## src/rtl/bma_pkg.sv

```systemverilog
// Shared types for the buffer memory access arbiter.
// Assumes: nothing beyond IEEE 1800-2017.
package bma_pkg;
    typedef enum logic [1:0] {
        OWN_NONE = 2'd0,
        OWN_FE   = 2'd1,
        OWN_CPU  = 2'd2
    } owner_e;
endpackage

```

## src/rtl/bma_slot_timer.sv

```systemverilog
// Slot timer: free-running slot counter plus a spacing counter that opens
// the processor window only after SLOTS cycles since the last processor grant.
// Assumes: SLOTS is a power of two, CPU_SLOT < SLOTS.
module bma_slot_timer #(
    parameter int SLOTS    = 4,
    parameter int CPU_SLOT = 3
) (
    input  logic                     clk,
    input  logic                     rst_n,
    input  logic                     cpu_taken,
    output logic [$clog2(SLOTS)-1:0] slot,
    output logic                     cpu_slot,
    output logic                     cpu_ready
);
    localparam int SW = $clog2(SLOTS);
    localparam logic [SW-1:0] LAST  = SW'(SLOTS - 1);
    localparam logic [SW-1:0] CSLOT = SW'(CPU_SLOT);

    logic [SW-1:0] slot_q;
    logic [SW-1:0] gap_q;

    // Advance the slot by one each cycle, wrapping at the last slot.
    always_ff @(posedge clk) begin
        if (!rst_n)             slot_q <= '0;
        else if (slot_q == LAST) slot_q <= '0;
        else                    slot_q <= slot_q + 1'b1;
    end

    // Count cycles since the last processor grant, saturating when the window opens.
    always_ff @(posedge clk) begin
        if (!rst_n)             gap_q <= LAST;
        else if (cpu_taken)     gap_q <= '0;
        else if (gap_q != LAST) gap_q <= gap_q + 1'b1;
    end

    assign slot      = slot_q;
    assign cpu_slot  = (slot_q == CSLOT);
    assign cpu_ready = (gap_q == LAST);
endmodule

```

## src/rtl/bma_grant.sv

```systemverilog
// Grant logic: picks the owner of the current memory cycle.
// Front end wins outside the processor slot; processor wins its slot when the
// window is open; an idle slot may be lent to either. Illegal processor writes
// are refused with cpu_err and never granted.
// Assumes: inputs are stable for the whole cycle.
module bma_grant
    import bma_pkg::*;
(
    input  logic run,
    input  logic cpu_slot,
    input  logic cpu_ready,
    input  logic test_en,
    input  logic fe_req,
    input  logic cpu_req,
    input  logic cpu_we,
    output logic fe_gnt,
    output logic cpu_gnt,
    output logic cpu_err
);
    owner_e owner;
    logic   cpu_legal;

    assign cpu_legal = cpu_req && (!cpu_we || test_en) && cpu_ready;

    // Choose the owner of this cycle from slot, window and requests.
    always_comb begin
        owner = OWN_NONE;
        if (run) begin
            if (cpu_slot) begin
                if (cpu_legal)   owner = OWN_CPU;
                else if (fe_req) owner = OWN_FE;
            end else begin
                if (fe_req)         owner = OWN_FE;
                else if (cpu_legal) owner = OWN_CPU;
            end
        end
    end

    assign fe_gnt  = (owner == OWN_FE);
    assign cpu_gnt = (owner == OWN_CPU);
    assign cpu_err = run && cpu_req && cpu_we && !test_en;
endmodule

```

## src/rtl/bma_rdret.sv

```systemverilog
// Read return: flags a processor read one cycle after its grant, aligned with
// the registered memory output.
// Assumes: memory read latency of exactly one cycle.
module bma_rdret #(
    parameter int DW = 16
) (
    input  logic          clk,
    input  logic          rst_n,
    input  logic          rd_taken,
    input  logic [DW-1:0] mem_rdata,
    output logic          rvalid,
    output logic [DW-1:0] rdata
);
    logic valid_q;

    // Remember that the previous cycle was a granted processor read.
    always_ff @(posedge clk) begin
        if (!rst_n) valid_q <= 1'b0;
        else        valid_q <= rd_taken;
    end

    assign rvalid = valid_q;
    assign rdata  = mem_rdata;
endmodule

```

## src/rtl/bufmem_arbiter.sv

```systemverilog
// Buffer memory access arbiter top: shares a single-port memory between the
// front-end writer and the processor/DMA port with a 1-in-SLOTS processor cap.
// Assumes: synchronous memory with one-cycle registered read data.
module bufmem_arbiter #(
    parameter int AW       = 8,
    parameter int DW       = 16,
    parameter int SLOTS    = 4,
    parameter int CPU_SLOT = 3
) (
    input  logic          clk,
    input  logic          rst_n,
    input  logic          test_en,
    input  logic          fe_req,
    input  logic [AW-1:0] fe_addr,
    input  logic [DW-1:0] fe_wdata,
    output logic          fe_gnt,
    input  logic          cpu_req,
    input  logic          cpu_we,
    input  logic [AW-1:0] cpu_addr,
    input  logic [DW-1:0] cpu_wdata,
    output logic          cpu_gnt,
    output logic          cpu_err,
    output logic          cpu_rvalid,
    output logic [DW-1:0] cpu_rdata,
    output logic          mem_en,
    output logic          mem_we,
    output logic [AW-1:0] mem_addr,
    output logic [DW-1:0] mem_wdata,
    input  logic [DW-1:0] mem_rdata
);
    localparam int SW = $clog2(SLOTS);

    logic [SW-1:0] slot;
    logic          cpu_slot;
    logic          cpu_ready;

    bma_slot_timer #(.SLOTS(SLOTS), .CPU_SLOT(CPU_SLOT)) u_timer (
        .clk       (clk),
        .rst_n     (rst_n),
        .cpu_taken (cpu_gnt),
        .slot      (slot),
        .cpu_slot  (cpu_slot),
        .cpu_ready (cpu_ready)
    );

    bma_grant u_grant (
        .run       (rst_n),
        .cpu_slot  (cpu_slot),
        .cpu_ready (cpu_ready),
        .test_en   (test_en),
        .fe_req    (fe_req),
        .cpu_req   (cpu_req),
        .cpu_we    (cpu_we),
        .fe_gnt    (fe_gnt),
        .cpu_gnt   (cpu_gnt),
        .cpu_err   (cpu_err)
    );

    bma_rdret #(.DW(DW)) u_rdret (
        .clk       (clk),
        .rst_n     (rst_n),
        .rd_taken  (cpu_gnt && !cpu_we),
        .mem_rdata (mem_rdata),
        .rvalid    (cpu_rvalid),
        .rdata     (cpu_rdata)
    );

    // Steer the memory port to whichever requester owns this cycle.
    always_comb begin
        mem_en    = fe_gnt || cpu_gnt;
        mem_we    = fe_gnt || (cpu_gnt && cpu_we);
        mem_addr  = cpu_gnt ? cpu_addr  : fe_addr;
        mem_wdata = cpu_gnt ? cpu_wdata : fe_wdata;
    end
endmodule

```

## config.mk

```make
export PLATFORM = sky130hd
export DESIGN_NAME = bufmem_arbiter
export DESIGN_NICKNAME = d
export VERILOG_FILES = /design/src/rtl/bma_pkg.sv /design/src/rtl/bma_slot_timer.sv /design/src/rtl/bma_grant.sv /design/src/rtl/bma_rdret.sv /design/src/rtl/bufmem_arbiter.sv
export SDC_FILE = /design/constraint.sdc
export NUM_CORES = 1
export LEC_CHECK = 0
export BUFFER_PORTS_ARGS = -buffer_cell sky130_fd_sc_hd__buf_2
export CAP_MARGIN = 10
export CORE_MARGIN = 1
export CORE_UTILIZATION = 30
export DETAILED_ROUTE_END_ITERATION = 12
export PLACE_DENSITY_LB_ADDON = 0.08
export SETUP_SLACK_MARGIN = 0.15
export SLEW_MARGIN = 15
export SYNTH_ARGS = -nofsm -noshare
export SYNTH_HDL_FRONTEND = slang
export SYNTH_SLANG_ARGS = --single-unit
```

## constraint.sdc

```tcl
create_clock -name clk -period 2.6 [get_ports clk]
set_input_delay 0 -clock clk [delete_from_list [all_inputs] [get_ports clk]]
set_output_delay 0 -clock clk [all_outputs]
set_load 0.02 [all_outputs]
```

# == After elaboration in Yosys (flattened, before gate mapping) ==
# Index checks and enable logic that the tools add are counted.
# totals
ff_bits,5
# classes
add_sub_neg,2
eq_ne,5
n_mux,10
bitwise,1
n_reduce_logical,14
# ops
cell,n
two-way mux 16 bit,1
two-way mux 2 bit,7
two-way mux 8 bit,1
logical AND 1 bit,7
equality test 2 bit (second input constant),3
adder 2 x 1 -> 2 bit (second input constant),2
logical OR 1 bit,3
equality test 2 x 1 -> 1 bit (second input constant),1
logical NOT 1 bit,2
!= test 2 bit (second input constant),1
nonzero test 2 bit,1
OR reduction 2 bit,1
two-way mux 1 bit,1
NOT 1 bit,1

# == Longest topological paths before layout ==
# depth
ltp_word,11
mapped_depth,8
mapped_depth_nobuf,6

# == Modules after synthesis ==
# Synthesis repeated with hierarchy kept, for this count alone.
# unflattened
cells_unflattened,67
area_unflattened_um2,767.0
# by_module_without_submodules
module,n_inst,cells_each,area_per_inst_um2
bufmem_arbiter,1,30,400.4
bma_slot_timer,1,12,150.1
bma_rdret,1,18,146.4
bma_grant,1,7,70.1

# == Worst setup path after synthesis ==
# Ideal clock, no wire load.
# synth_path
kind,reg2out
from,register u_timer.gap_q[0]
to,output port mem_addr[6]
arrival_time_ns,1.880
t_required_ns,2.600
setup_slack_ns,0.720
path_stages_with_launch,8
n_path_buf,2
cell_sequence,dfxtp_1 -> ha_1 -> and2_1 -> a31o_2 -> ha_1 -> buf_6 -> buf_12 -> mux2_4
# synth_via
elab_chain_cells,8
elab_cells_between_ends,9
cone_classes,2 x eq/ne; 6 x mux; 1 x reduce/logical
# synth_lines
item,line_no,text
from (decl),bma_slot_timer.sv:20,logic [SW-1:0] gap_q;
from (signal assigned),bma_slot_timer.sv:33,else if (gap_q != LAST) gap_q <= gap_q + 1'b1;
equality test 2 bit (*),bma_slot_timer.sv:38,assign cpu_ready = (gap_q == LAST);
logical AND 1 bit (*),bma_grant.sv:23,assign cpu_legal = cpu_req && (!cpu_we || test_en) && cpu_ready;
two-way mux 2 bit,bma_grant.sv:34,else if (cpu_legal) owner = OWN_CPU;
two-way mux 2 bit,bma_grant.sv:33,if (fe_req) owner = OWN_FE;
two-way mux 2 bit (*),bma_grant.sv:29,if (cpu_slot) begin
two-way mux 2 bit (*),bma_grant.sv:28,if (run) begin
equality test 2 bit (*),bma_grant.sv:40,assign cpu_gnt = (owner == OWN_CPU);
net cpu_gnt,bufmem_arbiter.sv:21,"output logic cpu_gnt,"
two-way mux 8 bit (*),bufmem_arbiter.sv:72,mem_addr = cpu_gnt ? cpu_addr : fe_addr;
to (decl),bufmem_arbiter.sv:27,"output logic [AW-1:0] mem_addr,"
# The timed path passes the listed nets; every way through them passes the cells marked *.

# == Worst setup path after layout ==
# layout_path
from,register u_timer.gap_q[0]
to,output port mem_wdata[3]
# layout_via
elab_chain_cells,8
elab_cells_between_ends,9
cone_classes,2 x eq/ne; 6 x mux; 1 x reduce/logical
# layout_lines
item,line_no,text
equality test 2 bit (*),bma_slot_timer.sv:38,
logical AND 1 bit (*),bma_grant.sv:23,
two-way mux 2 bit,bma_grant.sv:34,
two-way mux 2 bit,bma_grant.sv:33,
two-way mux 2 bit (*),bma_grant.sv:29,
two-way mux 2 bit (*),bma_grant.sv:28,
equality test 2 bit (*),bma_grant.sv:40,
two-way mux 16 bit (*),bufmem_arbiter.sv:73,mem_wdata = cpu_gnt ? cpu_wdata : fe_wdata;
to (decl),bufmem_arbiter.sv:28,"output logic [DW-1:0] mem_wdata,"
# Mark *: on every way between the ends. The rest lies on a longest branch, timed or not.

==> flow_summary.json <==
{
  "cts_tree": "yes",
  "setup_violations": 0,
  "grt_usage_pct": 12.4,
  "die_y_um": 52.8,
  "insertion_delay_ps": 240,
  "finalSetupTns_ps": 0,
  "cp_cell_sequence": "ha_1, and2_1, o2111a_1, ha_2, buf_4, mux2_4, buf_2",
  "async_reset_ff_share_pct": 0,
  "critPathMaxFanout": 10,
  "tightest_slew_ps": 222,
  "slowest_stage": "dfxtp_1",
  "antenna_left": 0,
  "syn_to_final_growth_pct": 43.8,
  "grt_max_degree": 12,
  "ys_types": 23,
  "hold_viol": 0,
  "crit_buf_inv": 2,
  "worst_ir_drop_vdd_uv": 220,
  "avgRoutedWirePerCell_um": 11.2,
  "synthTopCellsByCount": "buf_4 (16), mux2_4 (16), mux2_2 (8)",
  "leakage_nw": 0.637,
  "crit_arrival_ps": 2250,
  "relSlewSlack_pct": 85.2,
  "post-route-period-util_pct": 86.4,
  "worst_slack_ps": 353,
  "n_antenna_cell": 0,
  "layoutNonFillerInstCount": 173,
  "synthSimpleGateAreaFrac_pct": 6.14,
  "wirelength_um": 1940,
  "ios": 116,
  "syn_inst": 73,
  "met2_usage_pct": 23.2,
  "cts.sinks": 5,
  "crit_family": "adder cells",
  "cts_root_buf": "clkbuf_4",
  "numCtsBuffers": 3,
  "powerDensity_nw_per_um2": 403,
  "initial_core_util_pct": 31.5,
  "postCtsSetupBuffers": 0,
  "cp.required_ps": 2600,
  "synth_area_um2": 774,
  "synth_nets": 147,
  "busiest_layer": "met2",
  "synth_top_area_share_pct": 31.0,
  "fin_util_pct": 45.4,
  "grt_pass1_wl_um": 2550,
  "slowest_delay_ps": 340,
  "drive_gt1_share_pct": 79.7,
  "grt_pass1_vias": 672,
  "initialDrtViolationCount": 5,
  "ys_ff_latch": 5,
  "clk_pin_slew_ps": 40,
  "min_period_ps": 2250,
  "dpl.hpwl_um": 1630,
  "critical_path_class": "register to output port",
  "yosysTopAreaCell": "mux2_4",
  "slew_viol_final": 0,
  "syn_avg_cell_area_um2": 10.6,
  "met3_usage_pct": 2.61,
  "rows": 18,
  "dieArea_um2": 2790,
  "synth_top_family_by_area": "multiplexers",
  "gp_congestion": 0.667,
  "drc": 0,
  "ys_seq_area_share_pct": 12.9,
  "timing.fmax_mhz": 445,
  "drv_cap": 0,
  "synth_area_leaders": "mux2_4 (31%), buf_4 (16%), dfxtp_1 (13%)",
  "io_buffers": 83,
  "fin_worst_skew_ps": 0.904,
  "cp-end-kind": "output port",
  "synth_edf_count": 0,
  "yosys_warnings": 0,
  "viasPerCell": 4.60,
  "antenna_found_initial": 0,
  "yosys-mux-area-fraction_pct": 43.9,
  "place_ws_ps": 479,
  "dpl.cell_count": 168,
  "critical_path.startpoint_type": "register",
  "hold_path_class": "input pin to output port",
  "grt_overflow_total": 0,
  "nets": 218,
  "firstDrtPassIters": 2,
  "cts.htree.levels": 1,
  "die_w_um": 52.8,
  "grt.met1_usage_pct": 11.5,
  "synth-xor-area-share_pct": 1.13,
  "status": "finished clean",
  "vias": 796,
  "rsz0062_at_grt": "false",
  "synth_compound_area_share_pct": 6.79,
  "synthAdderAreaFrac_pct": 6.46,
  "cts.path.max_buffers": 2,
  "core_um2": 2450,
  "ys.flop_type": "dfxtp_1"
}
layout make-up:
| class | instances | area (um2) |
|---|---|---|
| fillers | 270 | 1340 |
| multi-input cells | 46 | 502 |
| repair buffers | 86 | 440 |
| flip-flops and latches | 5 | 100 |
| well taps | 30 | 37.5 |
| clock buffers | 4 | 26.3 |
| inverters | 2 | 7.51 |
layout by cell type (no fill, tap or decap), drive strengths merged, types with 2 or more instances in the layout:
cell	instances
buf	85
clkbuf	4
dfxtp	5
ha	4
inv	2
mux2	24
nand2	3
nor2	2
o21ai	2
timing repair:
action,4_1_cts,5_1_grt
endpoints found under the hold margin,1,0
hold buffers,1,0
endpoints found under the setup margin,0,17
gates resized for setup,0,1
flip-flops by register name, indices dropped and copies added (netlist names):
name,flops
u_rdret.rvalid,1
u_timer.gap_q,2
u_timer.slot,2
cell families (layout without fill, tap and decap cells):
| kind of cell | Yosys count | in the layout |
|---|---|---|
| compound gates | 7 | 7 |
| mux | 25 | 25 |
| flops | 5 | 5 |
| simple gates | 9 | 9 |
| fa+ha+maj | 4 | 4 |
| buf+inv | 22 | 92 |
| xor+xnor | 1 | 1 |
per-layer routing:
metal  vias to the layer above  wire [um]
met2                        65        928
met5                         -          0
met3                         8        293
met4                         0         32
met1                       341        685
li1                        382          -
through the flow:
stage | power (mW) | hold WS, ps | cell area (um2)
final | 0.449 | 0.0224 | 1110
after global routing | 0.486 | 0.0357 | 1110
after CTS | 0.457 | 0.149 | 1110
after detailed placement | 0.363 | 0.149 | 1070
after global placement | 0.358 | 0.149 | 1070
after floorplan | 0.319 | 71.9 | 774
power by group:
| group | switching, mW | internal, mW | total (mW) | leakage [nW] |
|---|---|---|---|---|
| Combinational | 0.126 | 0.134 | 0.260 | 0.581 |
| Sequential | 0.00827 | 0.0934 | 0.102 | 0.0414 |
| Clock | 0.0291 | 0.0578 | 0.0870 | 0.0150 |
| Total | 0.164 | 0.285 | 0.449 | 0.637 |
final timing paths:
path	from	end	slack (ps)	cells after the start
max reg2reg	u_timer.gap_q[0]	u_timer.gap_q[1]	860	6
min	mem_rdata[2]	cpu_rdata[2]	0.02	0
min reg2reg	u_timer.slot[0]	u_timer.slot[0]	420	1
max	u_timer.gap_q[0]	mem_wdata[3]	350	7
No activity file was read; power rests on OpenSTA's default activity.
